### src/rtl/fifo_irq_pkg.sv
package fifo_irq_pkg;
  localparam int unsigned NSRC    = 5;
  localparam int unsigned SRC_IN  = 0;
  localparam int unsigned SRC_OUT = 1;
  localparam int unsigned SRC_OVW = 2;
  localparam int unsigned SRC_UDF = 3;
  localparam int unsigned SRC_CNV = 4;
  localparam logic [NSRC-1:0] DMA_CAPABLE = 5'b00011;
  typedef logic [NSRC-1:0] src_vec_t;
endpackage

### src/rtl/fifo_irq_events.sv
module fifo_irq_events
  import fifo_irq_pkg::*;
#(
  parameter int unsigned DEPTH = 16,
  localparam int unsigned LVL_W = $clog2(DEPTH + 1)
) (
  input  logic [LVL_W-1:0] in_trig,
  input  logic [LVL_W-1:0] out_trig,
  input  logic [LVL_W-1:0] in_level,
  input  logic [LVL_W-1:0] out_level,
  input  logic             dma_in_wr,
  input  logic             dma_out_rd,
  input  logic             out_wr,
  input  logic             out_rd,
  input  logic             conv_done,
  output src_vec_t         set_ev,
  output src_vec_t         hw_clr
);
  localparam logic [LVL_W-1:0] FULL_LVL = LVL_W'(DEPTH);

  logic in_low, out_high;

  always_comb begin
    in_low   = (in_level <= in_trig);
    out_high = (out_level >= out_trig);

    set_ev          = '0;
    set_ev[SRC_IN]  = in_low;
    set_ev[SRC_OUT] = out_high;
    set_ev[SRC_OVW] = out_wr & (out_level == FULL_LVL);
    set_ev[SRC_UDF] = out_rd & (out_level == '0);
    set_ev[SRC_CNV] = conv_done;

    hw_clr          = '0;
    hw_clr[SRC_IN]  = dma_in_wr & ~in_low;
    hw_clr[SRC_OUT] = dma_out_rd & ~out_high;
  end
endmodule

### src/rtl/fifo_irq_flag.sv
module fifo_irq_flag (
  input  logic clk,
  input  logic rst_n,
  input  logic set_i,
  input  logic clr_i,
  output logic flag_o
);
  logic flag_d, flag_en;

  always_comb begin
    flag_en = set_i | clr_i;
    flag_d  = set_i;
  end

  always_ff @(posedge clk or negedge rst_n) begin
    if (!rst_n)       flag_o <= 1'b0;
    else if (flag_en) flag_o <= flag_d;
  end
endmodule

### src/rtl/fifo_irq_route.sv
module fifo_irq_route
  import fifo_irq_pkg::*;
(
  input  logic     clk,
  input  logic     rst_n,
  input  logic     mod_en,
  input  src_vec_t src_en,
  input  src_vec_t flag_q,
  input  logic     dma_sel_in,
  input  logic     dma_sel_out,
  output logic     cpu_irq,
  output logic     dma_req_in,
  output logic     dma_req_out
);
  src_vec_t route, armed, to_cpu;
  logic     irq_d, irq_q;

  always_comb begin
    route          = '0;
    route[SRC_IN]  = dma_sel_in;
    route[SRC_OUT] = dma_sel_out;
    route          = route & DMA_CAPABLE;
    armed          = flag_q & src_en;
    to_cpu         = armed & ~route;
    irq_d          = |to_cpu;
  end

  always_ff @(posedge clk or negedge rst_n) begin
    if (!rst_n) irq_q <= 1'b0;
    else        irq_q <= irq_d;
  end

  always_comb begin
    cpu_irq     = irq_q & mod_en;
    dma_req_in  = armed[SRC_IN]  & route[SRC_IN]  & mod_en;
    dma_req_out = armed[SRC_OUT] & route[SRC_OUT] & mod_en;
  end
endmodule

### src/rtl/fifo_irq_dma_ctrl.sv
module fifo_irq_dma_ctrl
  import fifo_irq_pkg::*;
#(
  parameter int unsigned DEPTH = 16,
  localparam int unsigned LVL_W = $clog2(DEPTH + 1)
) (
  input  logic             clk,
  input  logic             rst_n,
  input  logic             mod_en,
  input  logic [4:0]       src_en,
  input  logic             dma_sel_in,
  input  logic             dma_sel_out,
  input  logic [LVL_W-1:0] in_trig,
  input  logic [LVL_W-1:0] out_trig,
  input  logic [LVL_W-1:0] in_level,
  input  logic [LVL_W-1:0] out_level,
  input  logic             dma_in_wr,
  input  logic             dma_out_rd,
  input  logic             out_wr,
  input  logic             out_rd,
  input  logic             conv_done,
  input  logic             flag_wr,
  input  logic [4:0]       flag_wdata,
  output logic [4:0]       flags,
  output logic             cpu_irq,
  output logic             dma_req_in,
  output logic             dma_req_out
);
  logic [1:0] rst_sync;
  logic       rst_int_n;

  always_ff @(posedge clk or negedge rst_n) begin
    if (!rst_n) rst_sync <= 2'b00;
    else        rst_sync <= {rst_sync[0], 1'b1};
  end
  assign rst_int_n = rst_sync[1];

  src_vec_t set_ev, hw_clr, sw_clr, flag_q;

  fifo_irq_events #(.DEPTH(DEPTH)) u_events (
    .in_trig, .out_trig, .in_level, .out_level,
    .dma_in_wr, .dma_out_rd, .out_wr, .out_rd, .conv_done,
    .set_ev, .hw_clr
  );

  always_comb sw_clr = flag_wr ? ~flag_wdata : '0;

  for (genvar i = 0; i < NSRC; i++) begin : g_flag
    fifo_irq_flag u_flag (
      .clk    (clk),
      .rst_n  (rst_int_n),
      .set_i  (set_ev[i]),
      .clr_i  (sw_clr[i] | hw_clr[i]),
      .flag_o (flag_q[i])
    );
  end

  fifo_irq_route u_route (
    .clk, .rst_n(rst_int_n), .mod_en, .src_en, .flag_q,
    .dma_sel_in, .dma_sel_out, .cpu_irq, .dma_req_in, .dma_req_out
  );

  assign flags = flag_q;
endmodule

### config.mk
export PLATFORM = sky130hd
export DESIGN_NAME = fifo_irq_dma_ctrl
export DESIGN_NICKNAME = d
export VERILOG_FILES = /design/src/rtl/fifo_irq_pkg.sv /design/src/rtl/fifo_irq_events.sv /design/src/rtl/fifo_irq_flag.sv /design/src/rtl/fifo_irq_route.sv /design/src/rtl/fifo_irq_dma_ctrl.sv
export SDC_FILE = /design/constraint.sdc
export NUM_CORES = 1
export LEC_CHECK = 0
export BUFFER_PORTS_ARGS = -buffer_cell sky130_fd_sc_hd__buf_2
export CORE_MARGIN = 3
export CORE_UTILIZATION = 34
export CTS_BUF_LIST = sky130_fd_sc_hd__clkbuf_16
export DETAILED_ROUTE_END_ITERATION = 7
export PLACE_DENSITY = 0.74
export SLEW_MARGIN = 25
export SYNTH_ARGS = -nofsm -noshare
export SYNTH_HDL_FRONTEND = slang
export SYNTH_SLANG_ARGS = --single-unit
### constraint.sdc
create_clock -name clk -period 0.8 [get_ports clk]
set_input_delay 0.16 -clock clk [delete_from_list [all_inputs] [get_ports clk]]
set_output_delay 0.16 -clock clk [all_outputs]
set_load 0.05 [all_outputs]
==> impl_metrics.ini, run 1 <==
[run_status]
status = finished with violations
violations = setup timing

[cts]
clk_pin_slew_worst_paths_ns = 0.04
cts_htree_levels = 1
root_buffer = clkbuf_16
numClockSinks = 8
clock_latency_ns = 0.23
numCtsBuffers = 3
tritoncts = done
cts_buffer_depth = 2

[sta]
rsz0062_at_grt = true
skew_ns = 0.001017
layout_setup_ws_ns = -0.3131
setup_viol = 11
period_share_pct = 139.1
drv_slew = 0
fin_crit_ns = 1.113
clock.fmax_ghz = 0.8984
setup_tns_ns = -2.478
final_hold_viol_count = 0

[setup_path]
cp_cell_sequence = nand2_2 -> nor2_4 -> buf_6
reg2reg_depth = 2
slowest_delay_ns = 0.38
cp.arrival_ns = 0.95
critPathKind = flop to output port
cp-end-kind = output port
crit_required_ns = 0.64
slowest_stage = dfrtp_1
crit_fanout = 2
r2r_start = g_flag[2].u_flag.flag_o
reg2reg_to = u_route.irq_q
ff2ff_setup_slack_ns = -0.27
crit_path_start_kind = flop

[placement]
place_area_sq_mm = 0.001026
port-buffer-count = 48
dp.cells = 144
gp_congestion = 0.7035
dp_hpwl_microns = 1411

[floorplanning]
initial_utilization_pct = 38.54
fp.dieH_microns = 48.51
die_area_sq_mm = 0.002353
die_x_microns = 48.51
core_area_sq_mm = 0.001594
row_count = 14
io_pins = 49

[routing]
drc_errors = 0
wirelength_microns = 2202
first_iter_violations = 15
vias = 722
firstDrtPassIters = 4
wl_per_cell_microns = 14.39
vias_per_cell = 4.719
drtAntennaViolNets = 0

[layout]
n_antenna_cell = 0
area_delta_synth_final_pct = 106.3
fin_cells = 153
finalNetCount = 182
final_layout_size_suffix_gt1_share_pct = 65.89
final_cell_area_sq_mm = 0.001267

[power_and_ir_drop]
p_sw_share_pct = 27.98
switchingPower_w = 0.0005599
clockPowerShare_pct = 41.8
vdd_ir_drop_max_mv = 1.370
total_power_w = 0.002001
comb_power_share_pct = 34.5
internal_power_w = 0.001441
p_leak_nw = 0.6475
power-per-cell-area_mw_per_mm2 = 1579
pwr-share-seq_pct = 23.7

[synthesis]
synth_async_sr_flop_share_pct = 100.0
synth_top_area_share_pct = 32.59
syn_inst = 69
avgSynthCellArea_sq_um = 8.903
ys_top_cells_by_area = dfrtp_1, ha_1, inv_1
syn_nets = 120
syn_area_sq_um = 614.3
synth-edff-count = 0
ys_ff_latch = 8
yosysUniqueCellTypes = 19
synth.most_common_cell = inv_1
yosysTopAreaCell = dfrtp_1
ys_seq_area_share_pct = 32.59
synth_ff_type = dfrtp_1
yosys_warnings = 0
synth_commonest_cells = inv_1, ha_1, dfrtp_1

[global_route]
antenna_found_initial = 0
grt_pass1_vias = 784
grt_overflow_total = 0
grt_usage_pct = 18.73
grt_first_pass_wirelength_microns = 3339
grt_max_degree = 7

[job]
cap_violations = 0

[worst_hold_path]
hold_path_class = flop to asynchronous set/reset pin
stage by stage:
| step | hold slack, ns | util (%) | setup slack (ns) |
|---|---|---|---|
| after floorplan | -0.1356 | - | -0.1409 |
| after global placement | -0.05508 | 64.36 | -0.3044 |
| after detailed placement | -0.05210 | 64.36 | -0.3298 |
| after CTS | 0.09861 | 74.57 | -0.3058 |
| after global routing | 0.1090 | 79.51 | -0.3656 |
| final | 0.09063 | 79.51 | -0.3131 |
worst max-delay path: cells and delay by family (launching register included):
family | cells | cell delay [ns]
AND/OR/NAND/NOR | 2 | 0.19
flip-flops | 1 | 0.38
buffers and inverters | 1 | 0.16
what timing repair did:
item	in CTS	in global routing
buffers inserted	2	3
pin swaps	4	9
gates resized for setup	22	14
hold buffers	1	0
hold endpoints to repair	2	0
setup endpoints to repair	11	12
cell type report:
cell class              count  area (sq um)
flip-flops and latches      8         200.2
fillers                    87         326.6
repair buffers             62         449.2
multi-input cells          42         435.4
clock buffers               3         75.07
well taps                  24         30.03
inverters                  14         77.57
routing by layer:
layer / wire length, microns / share of wire (%) / track usage (%)
met1: 742 / 34 / 16.63
met2: 1272 / 58 / 37.39
met3: 173 / 7.9 / 6.135
met4: 14 / 0.64 / 8.531
met5: 0 / 0 / 0
power by group through the flow:
stage               sequential (W)  combinational [W]  clock, W
floorplan                 0.000467           0.000332         0
global placement          0.000470           0.000517         0
detailed placement        0.000472           0.000533         0
CTS                       0.000469           0.000617  0.000852
global route              0.000477           0.000747  0.000871
finish                    0.000474           0.000691  0.000837
registers in the layout, indices dropped and copies added (netlist names):
| signal | cells |
|---|---|
| u_route.irq_q | 1 |
| rst_sync | 2 |
| g_flag.u_flag.flag_o | 5 |
cells in the final DEF, fill, tap and decap left out, types with 3 or more instances in the layout:
cell type | synthesis | final
buf_6 | 0 | 9
dfrtp_1 | 8 | 8
buf_4 | 5 | 11
clkbuf_16 | 0 | 3
nand2_1 | 7 | 5
inv_1 | 14 | 9
ha_4 | 0 | 5
buf_8 | 0 | 5
buf_2 | 0 | 36
a21oi_1 | 3 | 3
ha_1 | 10 | 5
o211ai_1 | 5 | 5
how the worst max path moves through the flow:
stage	cells after the start	end	slack, ns	startpoint
floorplan	2	u_route.irq_q	-0.14	g_flag[2].u_flag.flag_o
global placement	6	g_flag[1].u_flag.flag_o	-0.30	out_level[0]
detailed placement	6	g_flag[1].u_flag.flag_o	-0.33	out_level[0]
CTS	3	dma_req_out	-0.31	g_flag[1].u_flag.flag_o
global route	2	u_route.irq_q	-0.37	g_flag[3].u_flag.flag_o
finish	3	dma_req_in	-0.31	g_flag[0].u_flag.flag_o
kinds of logic (layout without fill, tap and decap cells):
kind of cell | after synthesis | after routing | synth area share, %
buffers and inverters | 19 | 79 | 14.66
AND/OR/NAND/NOR | 16 | 16 | 15.07
AO/OA/AOI/OAI | 15 | 15 | 16.70
adder cells (fa/ha/maj) | 10 | 10 | 20.37
flip-flops | 8 | 8 | 32.59
other | 1 | 1 | 0.6104
No activity file was read; power rests on OpenSTA's default activity.
==> run 2: changes to the inputs <==
--- a/config.mk
+++ b/config.mk
@@ -7,11 +7,13 @@
 export LEC_CHECK = 0
 export BUFFER_PORTS_ARGS = -buffer_cell sky130_fd_sc_hd__buf_2
 export CORE_MARGIN = 3
-export CORE_UTILIZATION = 34
+export CORE_UTILIZATION = 36
 export CTS_BUF_LIST = sky130_fd_sc_hd__clkbuf_16
 export DETAILED_ROUTE_END_ITERATION = 7
-export PLACE_DENSITY = 0.74
+export MAX_ROUTING_LAYER = met4
+export PLACE_DENSITY = 0.75
 export SLEW_MARGIN = 25
 export SYNTH_ARGS = -nofsm -noshare
 export SYNTH_HDL_FRONTEND = slang
+export SYNTH_HIERARCHICAL = 1
 export SYNTH_SLANG_ARGS = --single-unit
==> run 2 against run 1 <==
  * The flow still finishes with violations (setup timing)
  * Core utilization rose by 0.63 points
  * Maximum frequency fell by 5.1%
  * Synthesized area rose by 13%
  * Synthesized cell count rose by 22%
  * Combinational power rose by 14%
  * Final area rose by 13%
  * First-iteration DRC count fell by 20%
  * Sequential cell count did not move
  * Final cell count rose by 14%
  * Clock power rose by 0.6%
  * Critical path type is now primary input to flop
==> impl_metrics.ini, run 2 <==
[sta]
layout_setup_ws_ns = -0.3724
setup_tns_ns = -3.415
drv_slew = 0
setup_viol = 14
clock.fmax_ghz = 0.8530
rsz0062_at_grt = true
skew_ns = 0.001277
fin_crit_ns = 1.172
final_hold_viol_count = 0
period_share_pct = 146.5

[cts]
cts_buffer_depth = 2
tritoncts = done
clk_pin_slew_worst_paths_ns = 0.04
clock_latency_ns = 0.23
numCtsBuffers = 3
root_buffer = clkbuf_16
numClockSinks = 8
cts_htree_levels = 1

[layout]
regMostFlops = g_flag.u_flag/flag_o
finalNetCount = 202
fin_cells = 175
largest_reg_flops = 5
layout_commonest_cell = buf_2
final_cell_mix = buf_2, inv_1, buf_6
reg_top3 = g_flag.u_flag/flag_o (5), rst_sync (2), u_route/irq_q (1)
area_delta_synth_final_pct = 105.4
final_layout_size_suffix_gt1_share_pct = 63.33
final_core_util_pct = 80.14
n_antenna_cell = 0

[placement]
dp_hpwl_microns = 1697
port-buffer-count = 48
gp_congestion = 0.7421
dp.cells = 164

[run_status]
status = finished with violations
violations = setup timing

[global_route]
grt_max_degree = 7
grt_pass1_vias = 874
grt_first_pass_wirelength_microns = 3746
use_met3_pct = 4.532
grt_overflow_total = 0
antenna_found_initial = 0
grt_usage_pct = 20.91
grt.busiest_layer = met2
grt.met1_usage_pct = 20.45
grt_util_met2_pct = 38.55

[setup_path]
cp-startpoint = out_level[2]
cp-end-kind = flop
crit_path_start_kind = primary input
crit_fanout = 2
r2r_start = g_flag[2].u_flag/flag_o
cp.arrival_ns = 1.29
critPathKind = primary input to flop
crit_required_ns = 0.92

[synthesis]
synth-edff-count = 0
yosysTopAreaCell = dfrtp_1
synth_commonest_cells = inv_1, a21o_1, ha_1
synth.most_common_cell = inv_1
avgSynthCellArea_sq_um = 8.282
synth_async_sr_flop_share_pct = 100.0
syn_area_sq_um = 695.7
synth_ff_type = dfrtp_1
ys_ff_latch = 8
yosys_warnings = 6
synth_top_area_share_pct = 28.78
ys_top_cells_by_area = dfrtp_1, ha_1, a21o_1
syn_inst = 84
ys_seq_area_share_pct = 28.78
yosysUniqueCellTypes = 25

[routing]
vias = 830
firstDrtPassIters = 4
wirelength_microns = 2326
wl_per_cell_microns = 13.29
first_iter_violations = 12
drc_errors = 0
drtAntennaViolNets = 0
vias_per_cell = 4.743

[power_and_ir_drop]
total_power_w = 0.002101
p_leak_nw = 0.8091
power-per-cell-area_mw_per_mm2 = 1471
vdd_ir_drop_max_mv = 0.8756

[job]
cap_violations = 0

[floorplanning]
fp.dieH_microns = 49.96
core_area_sq_mm = 0.001783
io_pins = 49
initial_utilization_pct = 39.02
row_count = 15
die_x_microns = 49.96
die_area_sq_mm = 0.002496

[worst_hold_path]
hold_path_class = flop to asynchronous set/reset pin
## run 2: cell families (layout without fill, tap and decap cells)
group | count (synthesis) | count (layout) | share of synthesized area (%)
buffers and inverters | 27 | 91 | 17.81
adder cells (fa/ha/maj) | 10 | 10 | 17.99
flip-flops | 8 | 8 | 28.78
AO/OA/AOI/OAI | 21 | 21 | 22.66
other | 2 | 4 | 1.080
AND/OR/NAND/NOR | 16 | 16 | 11.69
## run 2: timing repair
action	4_1_cts	5_1_grt
endpoints found under the hold margin	2	0
hold buffers	1	0
setup endpoints to repair	13	14
pin swaps	8	4
cloned	0	0
resized for setup	41	5
setup buffers	6	2
## run 2: layout make-up
class / count / area (sq um)
Clock buffer: 3 / 75.07
Inverter: 21 / 93.84
Multi-Input combinational cell: 51 / 509.2
Sequential cell: 8 / 206.4
Timing Repair Buffer: 66 / 509.2
Tap cell: 25 / 31.28
Clock inverter: 1 / 3.754
Fill cell: 108 / 354.1
## run 2: metal layers
metal | vias to the layer above | routed length [microns]
li1 | 401 | -
met1 | 383 | 830
met5 | - | 0
met4 | 0 | 64
met3 | 7 | 162
met2 | 39 | 1270
## run 2: worst paths after layout
path	to	slack [ns]	depth (start not counted)
min in group clk	g_flag[4].u_flag/flag_o	0.11	2
min	g_flag[4].u_flag/flag_o	0.1	0
max in group asynchronous	rst_sync[0]	0.44	2
min reg2reg	g_flag[4].u_flag/flag_o	0.1	0
max	g_flag[1].u_flag/flag_o	-0.37	8
max reg2reg	u_route/irq_q	-0.26	2
## run 2: stage by stage
step                worst slack, ns  hold WS (ns)  instance area, sq um
floorplan                   -0.4084       -0.1356                 825.8
global placement            -0.6102      -0.05153                  1135
detailed placement          -0.6483      -0.04541                  1135
CTS                         -0.3549        0.1020                  1413
global route                -0.4283        0.1055                  1429
finish                      -0.3724       0.09640                  1429
## run 2: report_power, final
part           total (W)  switching (W)  leakage, nW  internal, W
clock network   0.000842       0.000192       0.0423     0.000650
logic           0.000785       0.000368        0.678     0.000417
registers       0.000474      0.0000290       0.0892     0.000445
total            0.00210       0.000589        0.809      0.00151
## run 2: critical path, stage by stage
cell	delay, ns
buf_8	0.10
ha_4	0.24
a21o_1	0.18
a31oi_4	0.16
o211a_1	0.16
a21o_1	0.09
inv_1	0.04
a21o_1	0.15
==> run 3: changes to the inputs <==
--- a/config.mk
+++ b/config.mk
@@ -6,10 +6,12 @@
 export NUM_CORES = 1
 export LEC_CHECK = 0
 export BUFFER_PORTS_ARGS = -buffer_cell sky130_fd_sc_hd__buf_2
+export CORE_ASPECT_RATIO = 0.9
 export CORE_MARGIN = 3
 export CORE_UTILIZATION = 36
 export CTS_BUF_LIST = sky130_fd_sc_hd__clkbuf_16
 export DETAILED_ROUTE_END_ITERATION = 7
+export GPL_TIMING_DRIVEN = 0
 export MAX_ROUTING_LAYER = met4
 export PLACE_DENSITY = 0.75
 export SLEW_MARGIN = 25
==> run 3 against run 2 <==
  * The flow still finishes with violations (setup timing)
  * First-iteration DRC count is 33% lower
  * Register-to-register slack hardly changed
  * Count of clock-buffer cells in the layout stayed put
  * Worst hold slack worse by 0.0035 ns
  * Via count is 4.2% lower
  * Sequential power is 2% higher
  * Total power is 1.4% lower
  * Global-route usage is 2.5 points lower
  * Critical path type unchanged
  * Largest power group unchanged
==> impl_metrics.ini, run 3 (synthesis results as in run 2) <==
[run_status]
status = finished with violations
violations = setup timing

[global_route]
grt_pass1_vias = 782
grt_usage_pct = 18.44
use_met3_pct = 4.050
grt_first_pass_wirelength_microns = 3146
antenna_found_initial = 0
grt.busiest_layer = met2
grt_util_met2_pct = 37.13
grt_overflow_total = 0
grt_max_degree = 7
grt.met1_usage_pct = 16.89

[placement]
dp.cells = 157
place_ws_ns = -0.6499
place_area_sq_mm = 0.001091
gp_congestion = 0.7785
dp_hpwl_microns = 1568
port-buffer-count = 47

[layout]
area_delta_synth_final_pct = 101.1
final_core_util_pct = 79.86
finalNetCount = 197
largest_reg_flops = 5
n_fill_cell = 116
layout_commonest_cell = buf_2
final_cell_area_sq_mm = 0.001399
reg_top3 = g_flag.u_flag/flag_o (5), rst_sync (2), u_route/irq_q (1)
final_layout_size_suffix_gt1_share_pct = 62.76
regMostFlops = g_flag.u_flag/flag_o
final_cell_mix = buf_2, inv_1, buf_6
n_antenna_cell = 0
fin_cells = 169

[worst_hold_path]
hold_path_class = flop to asynchronous set/reset pin

[job]
cap_violations = 0

[routing]
drtAntennaViolNets = 0
drc_errors = 0
vias = 795
vias_per_cell = 4.704
firstDrtPassIters = 4
wirelength_microns = 2161
wl_per_cell_microns = 12.79
first_iter_violations = 8

[cts]
numClockSinks = 8
numCtsBuffers = 3
cts_buffer_depth = 2
root_buffer = clkbuf_16
clock_latency_ns = 0.23
clk_pin_slew_worst_paths_ns = 0.04
cts_htree_levels = 1
tritoncts = done

[sta]
setup_viol = 11
clock.fmax_ghz = 0.8830
period_share_pct = 141.6
fin_crit_ns = 1.133
drv_slew = 0
layout_setup_ws_ns = -0.3325
rsz0062_at_grt = true
skew_ns = 0.003700
final_hold_viol_count = 0

[setup_path]
cp-end-kind = flop
cp.arrival_ns = 1.30
slowest_delay_ns = 0.33
path_buf_inv = 3
cpLargestDelayFamily = compound AO/OA/AOI/OAI gates
critPathKind = primary input to flop
crit_path_start_kind = primary input
crit_top_cell = a21o_1
slowest_stage = o311a_1
cp_cell_sequence = buf_6 -> inv_2 -> ha_4 -> nand4_1 -> nor2_1 -> o311a_1 -> a21o_1 -> inv_1 -> a21o_1
crit_fanout = 2
crit_required_ns = 0.97

[floorplanning]
row_count = 14
die_x_microns = 52.34
fp.dieH_microns = 47.71
initial_utilization_pct = 39.71
io_pins = 49
core_area_sq_mm = 0.001752
die_area_sq_mm = 0.002497

[power_and_ir_drop]
vdd_ir_drop_max_mv = 1.047
power-per-cell-area_mw_per_mm2 = 1481
p_leak_nw = 0.7936
total_power_w = 0.002072
## run 3: cell types whose count changed in the layout (fill, tap and decap cells not counted), sizes merged
cell / delta
buf: -5
## run 3: through the flow
step           TNS [ns]  hold WS, ns
2_1_floorplan    -1.708      -0.1356
3_3_place_gp     -2.117     -0.05091
3_5_place_dp     -2.177     -0.04911
4_1_cts          -2.527       0.1020
5_1_grt          -2.970       0.1125
6_report         -2.610      0.09288
## run 3: cell type report
| type | instances | area [sq um] | share of cell area (%) |
|---|---|---|---|
| buffer | 6 | 45.04 | 3.220 |
| inverter | 21 | 96.34 | 6.887 |
| tap | 24 | 30.03 | 2.147 |
| multi-input combinational | 51 | 523.0 | 37.39 |
| timing repair buffer | 55 | 419.2 | 29.96 |
| clock inverter | 1 | 3.754 | 0.2683 |
| sequential | 8 | 206.4 | 14.76 |
| clock buffer | 3 | 75.07 | 5.367 |
## run 3: per-layer routing
| metal | up-vias | part of all wire (%) |
|---|---|---|
| met4 | 0 | 1.4 |
| met1 | 366 | 35 |
| met2 | 35 | 57 |
| li1 | 391 | - |
| met3 | 3 | 6.5 |
| met5 | - | 0 |
## run 3: repair_timing
item	in CTS	in global routing
resized for setup	39	4
hold buffers	1	0
hold endpoints to repair	2	0
endpoints found under the setup margin	11	12
setup buffers	5	2
cloned	0	0
pin swaps	14	3
## run 3: worst paths after layout
kind | endpoint | from | cells after the start | slack [ns]
max | g_flag[0].u_flag/flag_o | in_trig[4] | 9 | -0.33
min | g_flag[0].u_flag/flag_o | rst_sync[1] | 0 | 0.09
max reg2reg | u_route/irq_q | g_flag[2].u_flag/flag_o | 2 | -0.25
min reg2reg | g_flag[0].u_flag/flag_o | rst_sync[1] | 0 | 0.09
max in group asynchronous | rst_sync[0] | rst_n | 2 | 0.45
min in group clk | g_flag[4].u_flag/flag_o | conv_done | 2 | 0.10
## run 3: power by group
part / internal (W) / switching (W) / leakage, nW / total, W
combinational: 0.000392 / 0.000341 / 0.662 / 0.000733
clock: 0.000651 / 0.000202 / 0.0423 / 0.000854
sequential: 0.000445 / 0.0000400 / 0.0892 / 0.000485
total: 0.00149 / 0.000584 / 0.794 / 0.00207
## run 3: worst register-to-register path, cell delays in order, from the launching register on
cell and delay, ns:
dfrtp_2 0.42, a222oi_1 0.31, o221ai_1 0.17
